File: src/rtl/cdu_pkg.sv
// Package: shared types for the cascade DAC update frame counter.
// Assumes: nothing beyond the mode inputs of the top module.
package cdu_pkg;
    typedef enum logic [1:0] {
        MODE_PROG  = 2'd0,
        MODE_DATA  = 2'd1,
        MODE_MIXED = 2'd2
    } cdu_mode_e;
endpackage

File: src/rtl/cdu_mode_decode.sv
// Module: cdu_mode_decode
// Works out the operating mode and whether the current frame counts.
// Assumes: fs_in is one cycle per received word; word_msb belongs to that word.
module cdu_mode_decode
    import cdu_pkg::*;
(
    input  logic run_mode,
    input  logic mixed_mode,
    input  logic fs_in,
    input  logic word_msb,
    output logic frame_counts,
    output logic hold_clear
);
    cdu_mode_e mode;

    // Map the two mode pins onto one mode value.
    always_comb begin
        if (!run_mode)       mode = MODE_PROG;
        else if (mixed_mode) mode = MODE_MIXED;
        else                 mode = MODE_DATA;
    end

    // Decide whether this frame steps the counter.
    always_comb begin
        unique case (mode)
            MODE_DATA:  frame_counts = fs_in;
            MODE_MIXED: frame_counts = fs_in && !word_msb;
            default:    frame_counts = 1'b0;
        endcase
    end

    // Program mode holds the counter at zero.
    assign hold_clear = (mode == MODE_PROG);
endmodule

File: src/rtl/cdu_frame_counter.sv
// Module: cdu_frame_counter
// Counts qualified frames and flags the frame that completes the chain.
// Assumes: a chain_len of 0 encodes 2**CNT_W devices when ZERO_IS_MAX=1;
//          otherwise a chain_len of 0 is taken as 1.
module cdu_frame_counter #(
    parameter int CNT_W       = 3,
    parameter bit ZERO_IS_MAX = 1'b1
) (
    input  logic             clk,
    input  logic             rst_n,
    input  logic             clear,
    input  logic             step,
    input  logic [CNT_W-1:0] chain_len,
    output logic             hit
);
    localparam int CW = CNT_W + 1;

    logic [CW-1:0] count;
    logic [CW-1:0] target;
    logic [CW-1:0] count_next;

    // Select how a zero chain length is read.
    generate
        if (ZERO_IS_MAX) begin : g_zero_max
            always_comb target = (chain_len == '0) ? CW'(1) << CNT_W : {1'b0, chain_len};
        end else begin : g_zero_one
            always_comb target = (chain_len == '0) ? CW'(1) : {1'b0, chain_len};
        end
    endgenerate

    // Find the incremented count and whether it completes the chain.
    always_comb begin
        count_next = count + CW'(1);
        hit        = step && !clear && (count_next == target);
    end

    // Counter register: clear on program mode, wrap on the chain's last frame.
    always_ff @(posedge clk) begin
        if (!rst_n || clear) count <= '0;
        else if (hit)        count <= '0;
        else if (step)       count <= count_next;
    end
endmodule

File: src/rtl/cdu_dac_hold.sv
// Module: cdu_dac_hold
// Holds the DAC register and raises a one-cycle strobe on each load.
// Assumes: load is high for one cycle, together with the word to capture.
module cdu_dac_hold #(
    parameter int WORD_W = 16
) (
    input  logic              clk,
    input  logic              rst_n,
    input  logic              load,
    input  logic [WORD_W-1:0] word,
    output logic [WORD_W-1:0] dac_value,
    output logic              dac_upd
);
    // Capture the word on a load; keep it otherwise.
    always_ff @(posedge clk) begin
        if (!rst_n)    dac_value <= '0;
        else if (load) dac_value <= word;
    end

    // Mark the cycle after a load.
    always_ff @(posedge clk) begin
        if (!rst_n) dac_upd <= 1'b0;
        else        dac_upd <= load;
    end
endmodule

File: src/rtl/cascade_dac_sync.sv
// Module: cascade_dac_sync (top)
// Decides when this device loads its DAC register in a chained serial setup.
// It counts qualified frame strobes up to the chain length. It loads on the
// last one and asks for a forward on each earlier one.
// Assumes: serial shifting and control-word decode happen elsewhere.
module cascade_dac_sync #(
    parameter int WORD_W = 16,
    parameter int CNT_W  = 3
) (
    input  logic              clk,
    input  logic              rst_n,
    input  logic              fs_in,
    input  logic [WORD_W-1:0] rx_word,
    input  logic              run_mode,
    input  logic              mixed_mode,
    input  logic [CNT_W-1:0]  chain_len,
    output logic [WORD_W-1:0] dac_value,
    output logic              fwd_en,
    output logic              dac_upd
);
    logic frame_counts;
    logic hold_clear;
    logic hit;

    cdu_mode_decode u_mode (
        .run_mode    (run_mode),
        .mixed_mode  (mixed_mode),
        .fs_in       (fs_in),
        .word_msb    (rx_word[WORD_W-1]),
        .frame_counts(frame_counts),
        .hold_clear  (hold_clear)
    );

    cdu_frame_counter #(.CNT_W(CNT_W), .ZERO_IS_MAX(1'b1)) u_cnt (
        .clk      (clk),
        .rst_n    (rst_n),
        .clear    (hold_clear),
        .step     (frame_counts),
        .chain_len(chain_len),
        .hit      (hit)
    );

    cdu_dac_hold #(.WORD_W(WORD_W)) u_dac (
        .clk      (clk),
        .rst_n    (rst_n),
        .load     (hit),
        .word     (rx_word),
        .dac_value(dac_value),
        .dac_upd  (dac_upd)
    );

    // Forward request: a counted frame that does not complete the chain.
    always_ff @(posedge clk) begin
        if (!rst_n) fwd_en <= 1'b0;
        else        fwd_en <= frame_counts && !hold_clear && !hit;
    end
endmodule


File: config.mk
export PLATFORM = sky130hd
export DESIGN_NAME = cascade_dac_sync
export DESIGN_NICKNAME = d
export VERILOG_FILES = /design/src/rtl/cdu_pkg.sv /design/src/rtl/cdu_mode_decode.sv /design/src/rtl/cdu_frame_counter.sv /design/src/rtl/cdu_dac_hold.sv /design/src/rtl/cascade_dac_sync.sv
export SDC_FILE = /design/constraint.sdc
export NUM_CORES = 1
export LEC_CHECK = 0
export BUFFER_PORTS_ARGS = -buffer_cell sky130_fd_sc_hd__buf_2
export CAP_MARGIN = 5
export CORE_UTILIZATION = 43
export CTS_CLUSTER_DIAMETER = 200
export DETAILED_ROUTE_END_ITERATION = 12
export PLACE_DENSITY_LB_ADDON = 0.15
export SLEW_MARGIN = 20
export SYNTH_ARGS = -nofsm -noshare
export SYNTH_HDL_FRONTEND = slang
export SYNTH_SLANG_ARGS = --single-unit
File: constraint.sdc
create_clock -name clk -period 1.7 [get_ports clk]
set_input_delay 0.085 -clock clk [delete_from_list [all_inputs] [get_ports clk]]
set_output_delay 0.085 -clock clk [all_outputs]
set_load 0.05 [all_outputs]
# [After elaboration in Yosys (flattened, before gate mapping)]
# Cells that the tools add are included.
[word_totals] output_inout_bits=18 inputBits=24 ff_bits=22
[op_classes] n_addsub=1 muxes=4 reduce_logical=12 n_eq_ne=3
[op_table] op="adder 4 x 1 -> 4 bit (second input constant)" count=1
[op_table] op="equality test 4 bit" count=1
[op_table] op="logical AND 1 bit" count=4
[op_table] op="zero test 1 bit" count=4
[op_table] op="2-to-1 mux 2 bit" count=2
[op_table] op="2-to-1 mux 4 bit" count=1
[op_table] op="zero test 3 bit" count=1
[op_table] op="equality test 2 x 1 -> 1 bit (second input constant)" count=1
[op_table] op="equality test 2 bit (second input constant)" count=1
[op_table] op="zero test 2 bit" count=1
[op_table] op="one-hot mux 1 bit (2 select lines)" count=1
[op_table] op="OR reduction 2 bit" count=1
[op_table] op="logical OR 1 bit" count=1

# [Logic depth before layout (Yosys ltp)]
# Gate-level depths: netlist (run 1).
[depth] ltp_word=8 mapped_depth=7

# [Modules after synthesis]
# Synthesis (run 1) repeated with hierarchy kept, for this count alone.
[hier_totals] cells_unflattened=83 hier_area_um2=978.4
[modules_own_cells] mod="cdu_dac_hold" area_each_um2=643.1 cells_each=53 seq_area_each_um2=340.3 n_inst=1
[modules_own_cells] mod="cdu_frame_counter" area_each_um2=286.5 cells_each=25 seq_area_each_um2=80.1 n_inst=1
[modules_own_cells] mod="cascade_dac_sync" area_each_um2=32.5 cells_each=2 seq_area_each_um2=20.0 n_inst=1
[modules_own_cells] mod="cdu_mode_decode" area_each_um2=16.3 cells_each=3 seq_area_each_um2=0.0 n_inst=1

# [Least setup slack after synthesis (run 1)]
# Ideal clock, no wire load.
[synth_path] kind="register to register" start="register u_cnt.count[0]" end="register u_dac.dac_value[0]" stages_incl_launch_ff=8 period_less_slack_ns=1.607 t_required_ns=1.630 arrival_time_ns=1.537 setup_time_ns=0.070 path_slack_ns=0.093 cell_sequence="dfxtp_1 > ha_1 > xnor2_1 > and3_4 > buf_6 > buf_2 > nand4_1 > a21oi_1"
[synth_via] elab_chain_len=3
[synth_rtl] element="start, declared" line_no="cdu_frame_counter.sv:18" text="logic [CW-1:0] count;"
[synth_rtl] element="start signal, assigned" line_no="cdu_frame_counter.sv:41" text="else if (step) count <= count_next;"
[synth_rtl] element="adder 4 x 1 -> 4 bit" line_no="cdu_frame_counter.sv:33" text="count_next = count + CW'(1);"
[synth_rtl] element="net u_cnt.count_next[1]" line_no="cdu_frame_counter.sv:20" text="logic [CW-1:0] count_next;"
[synth_rtl] element="equality test 4 bit" line_no="cdu_frame_counter.sv:34" text="hit = step && !clear && (count_next == target);"
[synth_rtl] element="logical AND 1 bit" line_no="cdu_frame_counter.sv:34"
[synth_rtl] element="end signal, assigned" line_no="cdu_dac_hold.sv:17" text="else if (load) dac_value <= word;"
[synth_rtl] element="end, declared" line_no="cdu_dac_hold.sv:11" text="output logic [WORD_W-1:0] dac_value,"
# The timed path passes the listed nets, and every way through them passes these cells.
# A chain may end at the register's enable or synchronous reset.

# [Final worst setup path (run 1)]
[layout_path] start="register u_cnt.count[2]" end="register u_cnt.count[3]"
[layout_via] elab_chain_len=4
[layout_rtl] element="adder 4 x 1 -> 4 bit *" line_no="cdu_frame_counter.sv:33"
[layout_rtl] element="equality test 4 bit" line_no="cdu_frame_counter.sv:34"
[layout_rtl] element="logical AND 1 bit" line_no="cdu_frame_counter.sv:34"
[layout_rtl] element="OR reduction 2 bit (no source line)"
# Every way passes the cells marked *; elsewhere a longest branch is shown, timed or not.

==> results of run 1 <==
## layout by cell type (no fill, tap or decap)
| master | n |
|---|---|
| a211o_1 | 2 |
| buf_4 | 13 |
| o211ai_1 | 1 |
| and3_1 | 1 |
| nand3_1 | 3 |
| xnor3_2 | 2 |
| a211oi_1 | 1 |
| o311a_2 | 1 |
| xor2_1 | 1 |
| buf_2 | 41 |
| nor4_1 | 1 |
| and3_4 | 1 |
| dlygate4sd3_1 | 1 |
| o31ai_1 | 16 |
| a31oi_1 | 2 |
| o2111ai_2 | 1 |
| dfxtp_2 | 4 |
| nor3_4 | 1 |
| clkinv_1 | 1 |
| nand3_2 | 1 |
| nand2_1 | 5 |
| inv_1 | 1 |
| a2111o_1 | 1 |
| a21oi_1 | 19 |
| ha_4 | 1 |
| clkbuf_4 | 3 |
| xnor3_4 | 1 |
| xor3_4 | 1 |
| xnor2_1 | 1 |
| nand4_1 | 16 |
| xnor3_1 | 1 |
| dfxtp_1 | 18 |
## synth_stat cells (2+ instances only)
cell,count
dfxtp_1,22
a21oi_1,19
nand4_1,16
o31ai_1,16
buf_2,6
nand2_1,5
nand3_1,4
a211o_1,2
a31oi_1,2
buf_6,2
clkbuf_1,2
## flip-flops by register name, indices dropped and copies added, names as in the netlist
register	count
fwd_en	1
u_cnt.count	4
u_dac.dac_upd	1
u_dac.dac_value	16
## metrics by stage
| step | total power (uW) | util | area, um^2 | hold WS, ns | cells |
|---|---|---|---|---|---|
| floorplan | 627 | - | 1090 | 0.235 | 114 |
| global placement | 682 | 0.579 | 1330 | 0.333 | 181 |
| detailed placement | 684 | 0.579 | 1330 | 0.336 | 181 |
| CTS | 926 | 0.593 | 1360 | 0.00121 | 185 |
| global route | 975 | 0.641 | 1470 | 0.00639 | 191 |
| finish | 937 | 0.641 | 1470 | 0.00359 | 191 |
## tightest hold or removal path: stages
cell     delay, ns
buf_2         0.09
nand4_1       0.06
a21oi_1       0.05
## power by group through the flow
stage | combinational, uW | clock, uW | sequential (uW)
2_1_floorplan | 72.1 | 0 | 555
3_3_place_gp | 147 | 0 | 535
3_5_place_dp | 148 | 0 | 536
4_1_cts | 151 | 251 | 524
5_1_grt | 178 | 272 | 526
6_report | 165 | 247 | 525
## per-layer routing
layer,up-vias,part of all wire
met1,533,0.47
met2,37,0.47
li1,551,-
met4,0,0.012
met3,5,0.044
met5,-,0
## cell type report
type,instances,share of cell area
Tap cell,28,0.0238
Multi-Input combinational cell,81,0.440
Inverter,2,0.00510
Clock buffer,3,0.0153
Sequential cell,22,0.303
Timing Repair Buffer,55,0.213
## what timing repair did
action / CTS / global route
setup buffers: 0 / 4
endpoints found under the hold margin: 1 / 0
resized for setup: 0 / 9
hold buffers: 1 / 0
setup endpoints to repair: 0 / 12
## final timing paths
path	to	slack, ns	start
max	u_cnt.count[3]$_SDFFE_PP0P_	0.04	u_cnt.count[2]$_SDFFE_PP0P_
min	u_dac.dac_value[5]$_SDFFE_PN0P_	0.004	rx_word[5]
max reg2reg	u_cnt.count[3]$_SDFFE_PP0P_	0.04	u_cnt.count[2]$_SDFFE_PP0P_
min reg2reg	u_dac.dac_value[5]$_SDFFE_PN0P_	0.47	u_dac.dac_value[5]$_SDFFE_PN0P_
## cells by family (layout without fill, tap and decap cells)
kind of cell,after synthesis,in the layout,synth area share
AO/OA/AOI/OAI,44,44,0.268
XOR/XNOR,5,7,0.0841
adder cells (fa/ha/maj),1,1,0.0115
buffers and inverters,13,60,0.0657
flip-flops,22,22,0.406
AND/OR/NAND/NOR,29,29,0.165
==> results.cfg, run 1 <==
[synthesis]
yosysUniqueCellTypes = 29
synthesis.area_um2 = 1090
synth_area_leader_cell = dfxtp_1
avgSynthCellArea_um2 = 9.53
async_flop_share = 0
syn_nets = 139
synth-seq-area-share = 0.406
synthCells = 114
synthTopCellsByArea = dfxtp_1 (41%), o31ai_1 (11%), nand4_1 (9.2%), a21oi_1 (8.8%), buf_2 (2.8%)
synth_warnings = 0
ys_dominant_reg_cell = dfxtp_1
synth-seq-cells = 22
synth_top_area_share = 0.406
synth_edf_count = 0

[critical_path]
cp_data_arrival_time_ns = 1.91
slowest_stage = xnor3_1
path_cells = xnor3_1 > and3_4 > a2111o_1 > a31oi_1
start_kind = register
slowest_delay_ns = 0.42
path_class = reg2reg
reg2reg_depth = 4
cpLargestDelayFamily = compound AO/OA/AOI/OAI gates
cp.depth = 4
worstPathRequired_ns = 1.95
endpoint_kind = register
path_max_fanout = 9
worst-path-buf-inv = 0

[cts]
cts-buffers-inserted = 3
worstSkewPairLatency_ns = 0.31
clockBufferDepth = 2
path_clk_slew_ns = 0.13
htreeDepth = 1
cts_tree = yes
cts_root_buf = clkbuf_4
cts_num_sinks = 22

[timing]
skew_ns = 0.00643
max-slew-margin-rel = 0.733
setup_viol = 0
fin_crit_sh = 0.979
rsz0062_at_grt = yes
fin_ws_ns = 0.0359
setup_tns_ns = 0
tightest_slew_ns = 0.400
fin_crit_ns = 1.66
hold_viol = 0
max_freq_mhz = 601
maxSlewViolCount = 0

[power]
power_frac_seq = 0.560
powerDensity_nw_per_um2 = 637
leakagePower_uw = 0.000612
clockPowerShare = 0.264
p_switching_uw = 267
switching_share = 0.286
p_comb_frac = 0.176
p_int_uw = 669
peakVddDrop_uv = 409

[global_route]
grt.overflow.total = 0
grt_use_met1 = 0.267
grt_util_met2 = 0.378
grt.busiest_layer = met2
antenna_found_initial = 0
grt_pass1_vias = 989
met3_usage = 0.0261
grt.total_usage = 0.219
grt_pass1_wl_mm = 4.37
grt_max_degree = 25

[die]
start_util = 0.473
num_io_pins = 42
die_area_um2 = 2730
die_w_um = 52.3
die_y_um = 52.3
std_cell_rows = 17
core_um2 = 2300

[final_layout]
multi_input_area_um2 = 648
area_growth_pct = 35.5
layout-drive-gt1-share = 0.436
regArea_um2 = 445
n_fill_cell = 178
diodes = 0
fin_nets = 190

[route]
ant_nets = 0
drc = 0
drt_iter0_drc = 32
wire_per_inst_um = 15.7
first_pass_iters = 4
wl_mm = 2.99
dr_total_vias = 1126
vias_per_cell = 5.90

[place]
dp_slack_ns = 0.0514
place_congestion = 0.808
port_buffers = 41
hpwl_mm = 1.82

[status]
outcome = complete, no violations

[job]
drv_cap = 0

[worst_hold_path]
whs_path_depth = 3
min_path_type = in2reg
Note: power is estimated with default switching activity, not from simulation.
==> run 2, diff against run 1 <==
--- a/config.mk
+++ b/config.mk
@@ -7,7 +7,7 @@
 export LEC_CHECK = 0
 export BUFFER_PORTS_ARGS = -buffer_cell sky130_fd_sc_hd__buf_2
 export CAP_MARGIN = 5
-export CORE_UTILIZATION = 43
+export CORE_UTILIZATION = 51
 export CTS_CLUSTER_DIAMETER = 200
 export DETAILED_ROUTE_END_ITERATION = 12
 export PLACE_DENSITY_LB_ADDON = 0.15
==> constraint.sdc (replaced) <==
create_clock -name clk -period 1.95 [get_ports clk]
set_input_delay 0.0975 -clock clk [delete_from_list [all_inputs] [get_ports clk]]
set_output_delay 0.0975 -clock clk [all_outputs]
set_load 0.05 [all_outputs]
==> run 2 against run 1 <==
Non-clock buffer count down 11; global-route usage up 2.3 points; worst setup slack better by 0.12 ns; utilization up 2.6 points; routed wire length down 13%; sequential share of layout area up 3.1 points; largest cell class unchanged; clock skew up 0.0072 ns; largest power group unchanged.
==> results.cfg, run 2 (same netlist as run 1, synthesis figures left out) <==
[timing]
fin_crit_sh = 0.923
fin_crit_ns = 1.80
rsz0062_at_grt = no
maxSlewViolCount = 0
setup_viol = 0
max_freq_mhz = 556
setup_tns_ns = 0
max-slew-margin-rel = 0.544
hold_viol = 0
skew_ns = 0.0137
tightest_slew_ns = 0.683

[final_layout]
area_growth_pct = 21.5
layout_common_cells = buf_2 (41), dfxtp_1 (22), a21oi_1 (19), nand4_1 (16), o31ai_1 (16)
largest-register = u_dac.dac_value
top_regs = u_dac.dac_value: 16 flops, u_cnt.count: 4 flops
diodes = 0
largest_register_ffs = 16
final_util = 0.666
layout-drive-gt1-share = 0.351
final_common_cell = buf_2
fin_nets = 177

[cts]
htreeDepth = 1
post_cts.repair.setup_buffers = 0
cts_root_buf = clkbuf_4
cts_num_sinks = 22
clockBufferDepth = 2
cts-buffers-inserted = 3
hold_buffers = 0
path_clk_slew_ns = 0.14
worstSkewPairLatency_ns = 0.32
cts_tree = yes
cts_resized = 0

[critical_path]
path_class = reg2reg
path_max_fanout = 20
endpoint_kind = register
start_kind = register
cp_data_arrival_time_ns = 2.05
worstPathRequired_ns = 2.20

[route]
vias_per_cell = 5.97
dr_total_vias = 1063
drc = 0
drt_iter0_drc = 31
wl_mm = 2.61
first_pass_iters = 4
wire_per_inst_um = 14.7
ant_nets = 0

[global_route]
antenna_found_initial = 0
grt_pass1_vias = 883
grt_max_degree = 21
grt.overflow.total = 0
grt_pass1_wl_mm = 3.86
grt.total_usage = 0.242

[die]
core_um2 = 1980
std_cell_rows = 16
num_io_pins = 42
die_y_um = 48.1
start_util = 0.548
die_w_um = 48.1
die_area_um2 = 2320

[power]
powerDensity_nw_per_um2 = 640
leakagePower_uw = 0.000536
peakVddDrop_uv = 396

[place]
place_congestion = 0.756
hpwl_mm = 1.71
port_buffers = 41

[job]
drv_cap = 0

[worst_hold_path]
min_path_type = in2reg

[status]
outcome = complete, no violations
-- run 2: routing by layer --
layer	track usage	vias to the layer above	wire length [um]
met5	0	-	0
met1	0.319	502	1170
met4	0.100	0	40
met3	0.0519	5	148
met2	0.384	33	1250
li1	-	523	-
-- run 2: final timing paths --
path              depth (start not counted)                       startpoint  slack (ns)                              end
setup / recovery                          5      u_cnt.count[0]$_SDFFE_PP0P_        0.15      u_cnt.count[3]$_SDFFE_PP0P_
hold / removal                            3                       rx_word[2]       0.007  u_dac.dac_value[2]$_SDFFE_PN0P_
setup reg to reg                          5      u_cnt.count[0]$_SDFFE_PP0P_        0.15      u_cnt.count[3]$_SDFFE_PP0P_
hold reg to reg                           2  u_dac.dac_value[8]$_SDFFE_PN0P_        0.47  u_dac.dac_value[8]$_SDFFE_PN0P_
-- run 2: cell type report --
class / count / area, um^2
multi-input cells: 79 / 574
inverters: 2 / 7.51
flip-flops and latches: 22 / 440
repair buffers: 44 / 228
clock buffers: 4 / 36.3
fillers: 177 / 662
well taps: 27 / 33.8
-- run 2: power by group --
part           switching [uW]  internal, uW
Clock                     151           114
Sequential               2.86           455
Combinational            81.0          41.1
-- run 2: worst max-delay path, stage by stage (launching register included) --
cell      delay [ns]
dfxtp_1         0.43
ha_1            0.22
xnor3_1         0.26
and3_4          0.24
a2111o_1        0.42
a31oi_1         0.16
-- run 2: stage by stage --
stage / power [uW] / setup WS [ns] / instances / hold slack, ns / instance area (um^2)
after floorplan: 546 / 0.343 / 114 / 0.248 / 1090
after global placement: 587 / 0.259 / 174 / 0.356 / 1280
after detailed placement: 588 / 0.178 / 174 / 0.364 / 1280
after CTS: 843 / 0.150 / 178 / 0.0169 / 1320
after global routing: 871 / 0.0298 / 178 / 0.0173 / 1320
final: 845 / 0.151 / 178 / 0.00747 / 1320
